`src/rtl/spec_lock_pkg.sv`:
```
package spec_lock_pkg;
   typedef enum logic {
      SWEEP_CLEAN    = 1'b0,
      SWEEP_ROLLBACK = 1'b1
   } sweep_kind_e;
endpackage

```
`src/rtl/spec_lock_victim.sv`:
```
module spec_lock_victim #(
   parameter int WAYS = 4,
   localparam int WB = $clog2(WAYS)
) (
   input  logic [WAYS-1:0] line_vld,
   input  logic [WAYS-1:0] line_spc,
   input  logic [WB-1:0]   rr_ptr,
   output logic            found,
   output logic [WB-1:0]   way
);
   logic [WAYS-1:0] empty_w;
   logic [WAYS-1:0] evictable_w;

   genvar g;
   generate
      for (g = 0; g < WAYS; g++) begin : g_way
         assign empty_w[g]     = ~line_vld[g];
         assign evictable_w[g] = line_vld[g] & ~line_spc[g];
      end
   endgenerate

   always_comb begin
      logic          hit;
      logic [WB-1:0] idx;
      hit   = 1'b0;
      way   = '0;
      idx   = '0;
      found = |(empty_w | evictable_w);
      for (int k = 0; k < WAYS; k++) begin
         if (!hit && empty_w[k]) begin
            way = WB'(k);
            hit = 1'b1;
         end
      end
      for (int k = 0; k < WAYS; k++) begin
         idx = rr_ptr + WB'(k);
         if (!hit && evictable_w[idx]) begin
            way = idx;
            hit = 1'b1;
         end
      end
   end
endmodule

```
`src/rtl/spec_lock_sweep.sv`:
```
module spec_lock_sweep
   import spec_lock_pkg::*;
#(
   parameter int SETS = 8,
   localparam int SB = $clog2(SETS)
) (
   input  logic          clk,
   input  logic          rst_n,
   input  logic          fp_match,
   input  logic          fp_mismatch,
   output logic          busy,
   output logic [SB-1:0] cur_set,
   output sweep_kind_e   kind
);
   localparam logic [SB-1:0] LAST_SET = SB'(SETS - 1);

   always_ff @(posedge clk) begin
      if (!rst_n) begin
         busy    <= 1'b0;
         cur_set <= '0;
         kind    <= SWEEP_CLEAN;
      end else if (!busy) begin
         if (fp_match || fp_mismatch) begin
            busy    <= 1'b1;
            cur_set <= '0;
            kind    <= fp_mismatch ? SWEEP_ROLLBACK : SWEEP_CLEAN;
         end
      end else if (cur_set == LAST_SET) begin
         busy <= 1'b0;
      end else begin
         cur_set <= cur_set + SB'(1);
      end
   end

   // a sweep only begins after a fingerprint result
   assert_sweep_start_R9: assert property (@(posedge clk) disable iff (!rst_n)
      $rose(busy) |-> $past(fp_match || fp_mismatch));

   // every sweep starts at set 0
   assert_sweep_first_set_R9: assert property (@(posedge clk) disable iff (!rst_n)
      $rose(busy) |-> cur_set == '0);
endmodule

```
`src/rtl/spec_lock_tracker.sv`:
```
module spec_lock_tracker
   import spec_lock_pkg::*;
#(
   parameter int SETS = 8,
   parameter int WAYS = 4
) (
   input  logic                     clk,
   input  logic                     rst_n,
   input  logic                     wr_req,
   input  logic [$clog2(SETS)-1:0]  wr_set,
   input  logic [$clog2(WAYS)-1:0]  wr_way,
   output logic                     wr_ok,
   input  logic                     fill_req,
   input  logic [$clog2(SETS)-1:0]  fill_set,
   input  logic                     fill_spec_in,
   output logic                     fill_grant,
   output logic [$clog2(WAYS)-1:0]  victim_way,
   output logic                     fp_req,
   input  logic                     fp_match,
   input  logic                     fp_mismatch,
   output logic                     busy,
   output logic                     wb_req,
   output logic [$clog2(SETS)-1:0]  wb_set,
   output logic [$clog2(WAYS)-1:0]  wb_way,
   output logic                     inv_valid,
   output logic [$clog2(SETS)-1:0]  inv_set,
   output logic [WAYS-1:0]          inv_mask,
   input  logic [$clog2(SETS)-1:0]  rd_set,
   input  logic [$clog2(WAYS)-1:0]  rd_way,
   output logic                     rd_valid,
   output logic                     rd_dirty,
   output logic                     rd_spec
);
   localparam int SB = $clog2(SETS);
   localparam int WB = $clog2(WAYS);
   localparam logic [WB-1:0] WAY_STEP = WB'(1);

   generate
      if (SETS < 2 || (SETS & (SETS - 1)) != 0) begin : g_bad_sets
         $error("SETS must be a power of two of at least 2");
      end
      if (WAYS < 2 || (WAYS & (WAYS - 1)) != 0) begin : g_bad_ways
         $error("WAYS must be a power of two of at least 2");
      end
   endgenerate

   logic [WAYS-1:0] vld_q [SETS];
   logic [WAYS-1:0] drt_q [SETS];
   logic [WAYS-1:0] spc_q [SETS];
   logic [WB-1:0]   rr_q  [SETS];

   logic          pick_found;
   logic [SB-1:0] sweep_set;
   sweep_kind_e   sweep_kind;
   logic          all_locked;
   logic          wr_wb;
   logic          ev_wb;
   logic          any_spec;

   spec_lock_victim #(.WAYS(WAYS)) u_pick (
      .line_vld (vld_q[fill_set]),
      .line_spc (spc_q[fill_set]),
      .rr_ptr   (rr_q[fill_set]),
      .found    (pick_found),
      .way      (victim_way)
   );

   spec_lock_sweep #(.SETS(SETS)) u_sweep (
      .clk         (clk),
      .rst_n       (rst_n),
      .fp_match    (fp_match),
      .fp_mismatch (fp_mismatch),
      .busy        (busy),
      .cur_set     (sweep_set),
      .kind        (sweep_kind)
   );

   assign all_locked = &(vld_q[fill_set] & spc_q[fill_set]);
   assign wr_ok      = wr_req && !busy && vld_q[wr_set][wr_way];
   assign fill_grant = fill_req && !busy && !wr_req && pick_found;
   assign fp_req     = fill_req && !busy && all_locked;

   assign wr_wb  = wr_ok && drt_q[wr_set][wr_way] && !spc_q[wr_set][wr_way];
   assign ev_wb  = fill_grant && vld_q[fill_set][victim_way] && drt_q[fill_set][victim_way];
   assign wb_req = wr_wb || ev_wb;
   assign wb_set = wr_wb ? wr_set : fill_set;
   assign wb_way = wr_wb ? wr_way : victim_way;

   assign inv_valid = busy && (sweep_kind == SWEEP_ROLLBACK);
   assign inv_set   = sweep_set;
   assign inv_mask  = inv_valid ? (vld_q[sweep_set] & spc_q[sweep_set]) : '0;

   assign rd_valid = vld_q[rd_set][rd_way];
   assign rd_dirty = drt_q[rd_set][rd_way];
   assign rd_spec  = spc_q[rd_set][rd_way];

   always_comb begin
      any_spec = 1'b0;
      for (int s = 0; s < SETS; s++) begin
         any_spec = any_spec | (|spc_q[s]);
      end
   end

   always_ff @(posedge clk) begin
      if (!rst_n) begin
         for (int s = 0; s < SETS; s++) begin
            vld_q[s] <= '0;
            drt_q[s] <= '0;
            spc_q[s] <= '0;
            rr_q[s]  <= '0;
         end
      end else if (busy) begin
         if (sweep_kind == SWEEP_ROLLBACK) begin
            vld_q[sweep_set] <= vld_q[sweep_set] & ~spc_q[sweep_set];
            drt_q[sweep_set] <= drt_q[sweep_set] & ~spc_q[sweep_set];
         end
         spc_q[sweep_set] <= '0;
      end else if (wr_ok) begin
         spc_q[wr_set][wr_way] <= 1'b1;
         drt_q[wr_set][wr_way] <= 1'b1;
      end else if (fill_grant) begin
         vld_q[fill_set][victim_way] <= 1'b1;
         drt_q[fill_set][victim_way] <= fill_spec_in;
         spc_q[fill_set][victim_way] <= fill_spec_in;
         rr_q[fill_set]              <= victim_way + WAY_STEP;
      end
   end

   // locked lines never leave toward L2
   assert_no_locked_wb_R4: assert property (@(posedge clk) disable iff (!rst_n)
      wb_req |-> !spc_q[wb_set][wb_way]);

   // a granted victim is never speculative
   assert_victim_unlocked_R4: assert property (@(posedge clk) disable iff (!rst_n)
      fill_grant |-> !(vld_q[fill_set][victim_way] && spc_q[fill_set][victim_way]));

   // a fully locked set cannot be granted
   assert_locked_no_grant_R8: assert property (@(posedge clk) disable iff (!rst_n)
      fp_req |-> !fill_grant);

   // once a sweep has finished no speculative bit is left
   assert_sweep_leaves_clean_R9: assert property (@(posedge clk) disable iff (!rst_n)
      $fell(busy) |-> !any_spec);

   // no traffic while sweeping
   assert_busy_blocks_R11: assert property (@(posedge clk) disable iff (!rst_n)
      busy |-> !(wr_ok || fill_grant || fp_req || wb_req));
endmodule

```
`config.mk`:
```
export PLATFORM = sky130hd
export DESIGN_NAME = spec_lock_tracker
export DESIGN_NICKNAME = d
export VERILOG_FILES = /design/src/rtl/spec_lock_pkg.sv /design/src/rtl/spec_lock_victim.sv /design/src/rtl/spec_lock_sweep.sv /design/src/rtl/spec_lock_tracker.sv
export SDC_FILE = /design/constraint.sdc
export NUM_CORES = 1
export LEC_CHECK = 0
export BUFFER_PORTS_ARGS = -buffer_cell sky130_fd_sc_hd__buf_4
export CORE_ASPECT_RATIO = 0.75
export CORE_MARGIN = 3
export CORE_UTILIZATION = 44
export CTS_CLUSTER_SIZE = 25
export DETAILED_ROUTE_END_ITERATION = 6
export PLACE_DENSITY = 0.66
export REMOVE_ABC_BUFFERS = 1
export SETUP_SLACK_MARGIN = 0.5
export SLEW_MARGIN = 10
export SYNTH_ARGS = -nofsm -noshare
export SYNTH_HDL_FRONTEND = slang
export SYNTH_SLANG_ARGS = --single-unit
```
`constraint.sdc`:
```
create_clock -name clk -period 4.3 [get_ports clk]
set_clock_uncertainty 0.2 [all_clocks]
set_input_delay 0.86 -clock clk [delete_from_list [all_inputs] [get_ports clk]]
set_output_delay 0.86 -clock clk [all_outputs]
set_load 0.01 [all_outputs]
```
==> Flow_metrics.wiki <==
{| class="wikitable"
! Metric !! Value
|-
| DRC viols || 5
|-
| I/O pin count || 43
|-
| Arrival @ worst endpoint || 3660 ps
|-
| First-pass GRT wire length || 49200 um
|-
| Maximum net fanout on the critical path || 7
|-
| Placer Congestion || 0.965
|-
| Number of CTS-inserted buffers || 17
|-
| Max-Slew Margin vs Limit || 16.6%
|-
| Most used flip-flop cell after synthesis || edfxtp_1
|-
| LEAKAGE || 4.75 nW
|-
| Initial DRC Count || 1646
|-
| Die width || 171 um
|-
| Root Buffer || clkbuf_16
|-
| Worst Hold Class || flop to flop
|-
| Launching element type of the critical path || primary input
|-
| DR WL/cell || 27.3 um
|-
| Internal power of the cells || 0.00284 W
|-
| FP Rows || 44
|-
| Fin worst setup slack || -422 ps
|-
| Critical path required time || 3240 ps
|-
| Filler Cell Count || 1405
|-
| Number of global-route vias before repair || 7953
|-
| Final setup violation count || 72
|-
| Netlist area before placement || 9010 sq um
|-
| Worst supply voltage drop on vdd || 0.260 mV
|-
| Diodes inserted || 0
|-
| Number of placed instances, taps included || 1155
|-
| Yosys warnings || 0
|-
| Full die area || 22300 sq um
|-
| Register area share after synthesis || 39.1%
|-
| Violated checks || DRC, setup timing
|-
| CTS H-Tree Depth || 4
|-
| DP Wirelength || 22400 um
|-
| Critical path's slowest cell || mux4_2
|-
| Reg2reg path depth || 17
|-
| Total overflow reported by the global router || 0
|-
| Ordered list of cells on the worst path || buf_12 -> buf_12 -> mux4_2 -> mux2_4 -> buf_6 -> and4_4 -> o211ai_1 -> a211oi_2 -> o2bb2ai_1 -> buf_4 -> mux2i_1 -> mux2i_1 -> a221o_1 -> buf_6
|-
| Switching share of power || 30.3%
|-
| Number of buffers added on ports || 42
|-
| Count of cell types in the netlist || 64
|-
| Share of synthesized registers carrying an async set or reset || 0%
|-
| Hold depth || 2
|-
| Number of flops mapped to enable cells by yosys || 112
|-
| Area Overhead vs Synth || 47.8%
|-
| Total stage count of the critical path || 14
|-
| Clock transition at the registers of the reported paths || 60 ps
|-
| Routed via count divided by cell count || 6.84
|-
| Layout cells sized above 1 || 60.1%
|-
| Pin count of the biggest net entering global routing || 86
|-
| Beginning of the worst register-to-register path || vld_q[3][0]$_SDFFCE_PN0P_
|-
| Clock share of power || 35.8%
|-
| Post-Synthesis Mean Instance Area || 11.3 sq um
|-
| Effective utilization at floorplan || 45.7%
|-
| Number of pins with negative max-slew slack in the final report || 0
|-
| Sequential group share of total power || 34.4%
|-
| Count of buffer and inverter cells on the critical path || 5
|-
| Deepest clock path buffer count || 2
|-
| Register bit count reported by yosys || 120
|-
| Post-route non-filler standard cell count || 1249
|-
| Most frequent cells in the layout || buf_4 (141), edfxtp_1 (112), mux4_2 (95), buf_6 (59), nor2_1 (58)
|-
| TritonCTS clock tree || built
|-
| Post-route antenna net violation count || 0
|-
| Final Hold Viols || 0
|-
| Setup total negative slack || -6080 ps
|-
| Sink Count || 120
|-
| Endpoint of the most critical register-to-register path || spc_q[1][3]$_SDFFCE_PN0P_
|-
| R2r setup slk || 90 ps
|-
| Slew at the pin closest to its max-slew limit || 1250 ps
|-
| Power density relative to cell area || 307 nW/um^2
|-
| Most common cell after layout, fill and taps aside || buf_4
|-
| Min Clock Period, post-route || 4720 ps
|-
| Final wirelength || 34100 um
|-
| Delay-heaviest family, CP || multiplexers
|-
| Maximum frequency from static timing analysis || 0.212 GHz
|-
| Outcome || finished with violations
|-
| Global router's overall resource usage || 29.8%
|-
| CORE AREA || 19700 sq um
|-
| Kind of end point of the critical path || output port
|-
| Pre-antenna DRT Iters || 7
|-
| Initial antenna violation count || 0
|-
| Cells after Synth || 797
|-
| Tcrit/Tclk final || 110%
|-
| Number of vias in the routed layout || 8538
|-
| CP Class || primary input to output port
|-
| Hold_sp || u_sweep.kind$_SDFFE_PN0P_
|-
| Setup repair after global routing missed its margin || true
|-
| Layout net count || 1005
|-
| Switching power of the nets || 0.00124 W
|-
| Max capacitance violation total || 0
|-
| Delay contributed by the slowest stage of the critical path || 500 ps
|-
| Source-to-sink clock delay at the later pin of the worst-skew pair || 430 ps
|-
| Hold Path Sink || u_sweep.kind$_SDFFE_PN0P_
|-
| Die H || 130 um
|-
| Share of power burned in combinational logic || 29.7%
|}
==> flip-flops by register name, summed over array words and instances, names as in the netlist, named ones only <==
signal / flops
u_sweep.busy: 1
spc_q: 32
u_sweep.kind: 1
drt_q: 32
u_sweep.cur_set: 3
vld_q: 32
rr_q: 16
==> power groups by stage <==
stage               Clock [W]  Sequential, W  Combinational, W
global placement            0        0.00142          0.000835
detailed placement          0        0.00142          0.000840
floorplan                   0        0.00140          0.000435
finish                0.00146        0.00141           0.00121
global route          0.00152        0.00141           0.00127
CTS                   0.00146        0.00140           0.00106
==> per-layer routing <==
| layer | wire (um) | share of wire, % | up-vias | GRT usage (%) |
|---|---|---|---|---|
| met1 | 13400 | 39 | 4263 | 43.7 |
| met4 | 996 | 2.9 | 0 | 8.28 |
| met5 | 0 | 0 | - | 0 |
| met3 | 4250 | 12 | 97 | 7.78 |
| met2 | 15500 | 45 | 645 | 44.2 |
| li1 | - | - | 3533 | - |
==> logic make-up after synthesis <==
| family | share of synthesized area [%] |
|---|---|
| and+or+nand+nor | 12.4 |
| AOI/OAI and AO/OA | 14.1 |
| muxes | 29.1 |
| DFF | 39.1 |
| buffers and inverters | 4.80 |
| xor gates and xnor gates | 0.278 |
| adders and majority gates | 0.278 |
==> worst min-delay path: stages (launching register included) <==
cell      delay (ps)
dfxtp_1          320
o21ai_0           70
a21boi_0         120
==> worst max-delay path by stage <==
stage / slack [ps] / to / start
after global routing: -510 / wb_req / fill_set[0]
final: -420 / wb_req / fill_set[0]
after CTS: -390 / wb_req / fill_set[0]
after global placement: -610 / wb_req / fill_set[0]
after detailed placement: -610 / wb_req / fill_set[0]
after floorplan: -600 / wb_req / fill_set[0]
==> cells in the mapped netlist, types with 3 or more instances <==
cell      instances  share of area, %
a21oi_1          41               2.3
a21oi_2           3              0.29
a221o_1           3              0.33
a22oi_1          10              0.83
a31oi_1           5              0.35
a32oi_1          18               1.7
and2_1            5              0.35
buf_1            15              0.62
buf_2            19               1.1
buf_4             4              0.33
buf_6             3              0.37
clkbuf_1         34               1.4
dfxtp_1           8               1.8
edfxtp_1        112                37
inv_1            22              0.92
mux2_2           15               1.9
mux2i_1          28               3.1
mux4_2           95                24
nand2_1          27               1.1
nand2b_1          9              0.62
nand3_1           8              0.44
nor2_1          117               4.9
nor2b_1          10              0.69
nor3_1           25               1.4
nor3_2            6              0.67
nor3b_1           6              0.50
nor4_1            5              0.35
o211ai_1          8              0.67
o21a_1            3              0.25
o21ai_0          66               3.7
o21ai_1          19               1.1
o22ai_1           3              0.21
or2_2             4              0.28
==> final cells by class <==
type	count	area [sq um]	share of cell area, %
clock inverter	13	154	1.16
sequential	120	3520	26.5
tap	253	317	2.38
timing repair buffer	242	2580	19.4
inverter	24	95.1	0.714
multi-input combinational	578	6210	46.6
clock buffer	19	433	3.25
==> repair_timing <==
| action | in CTS | in global routing |
|---|---|---|
| pin swaps | 31 | 55 |
| hold buffers | 0 | 0 |
| setup endpoints to repair | 207 | 208 |
| gates cloned | 7 | 2 |
| gates resized for setup | 289 | 138 |
| setup buffers | 25 | 28 |
==> per-stage QoR <==
| stage | setup slack [ps] | hold slack (ps) | utilization [%] | area [sq um] | power (W) |
|---|---|---|---|---|---|
| floorplan | -596 | 256 | - | 8670 | 0.00183 |
| global placement | -607 | 271 | 53.2 | 10500 | 0.00225 |
| detailed placement | -608 | 344 | 53.2 | 10500 | 0.00226 |
| CTS | -393 | 354 | 63.1 | 12400 | 0.00393 |
| global route | -508 | 362 | 67.6 | 13300 | 0.00419 |
| finish | -422 | 369 | 67.6 | 13300 | 0.00408 |
Power figures use the tool's default switching activity.
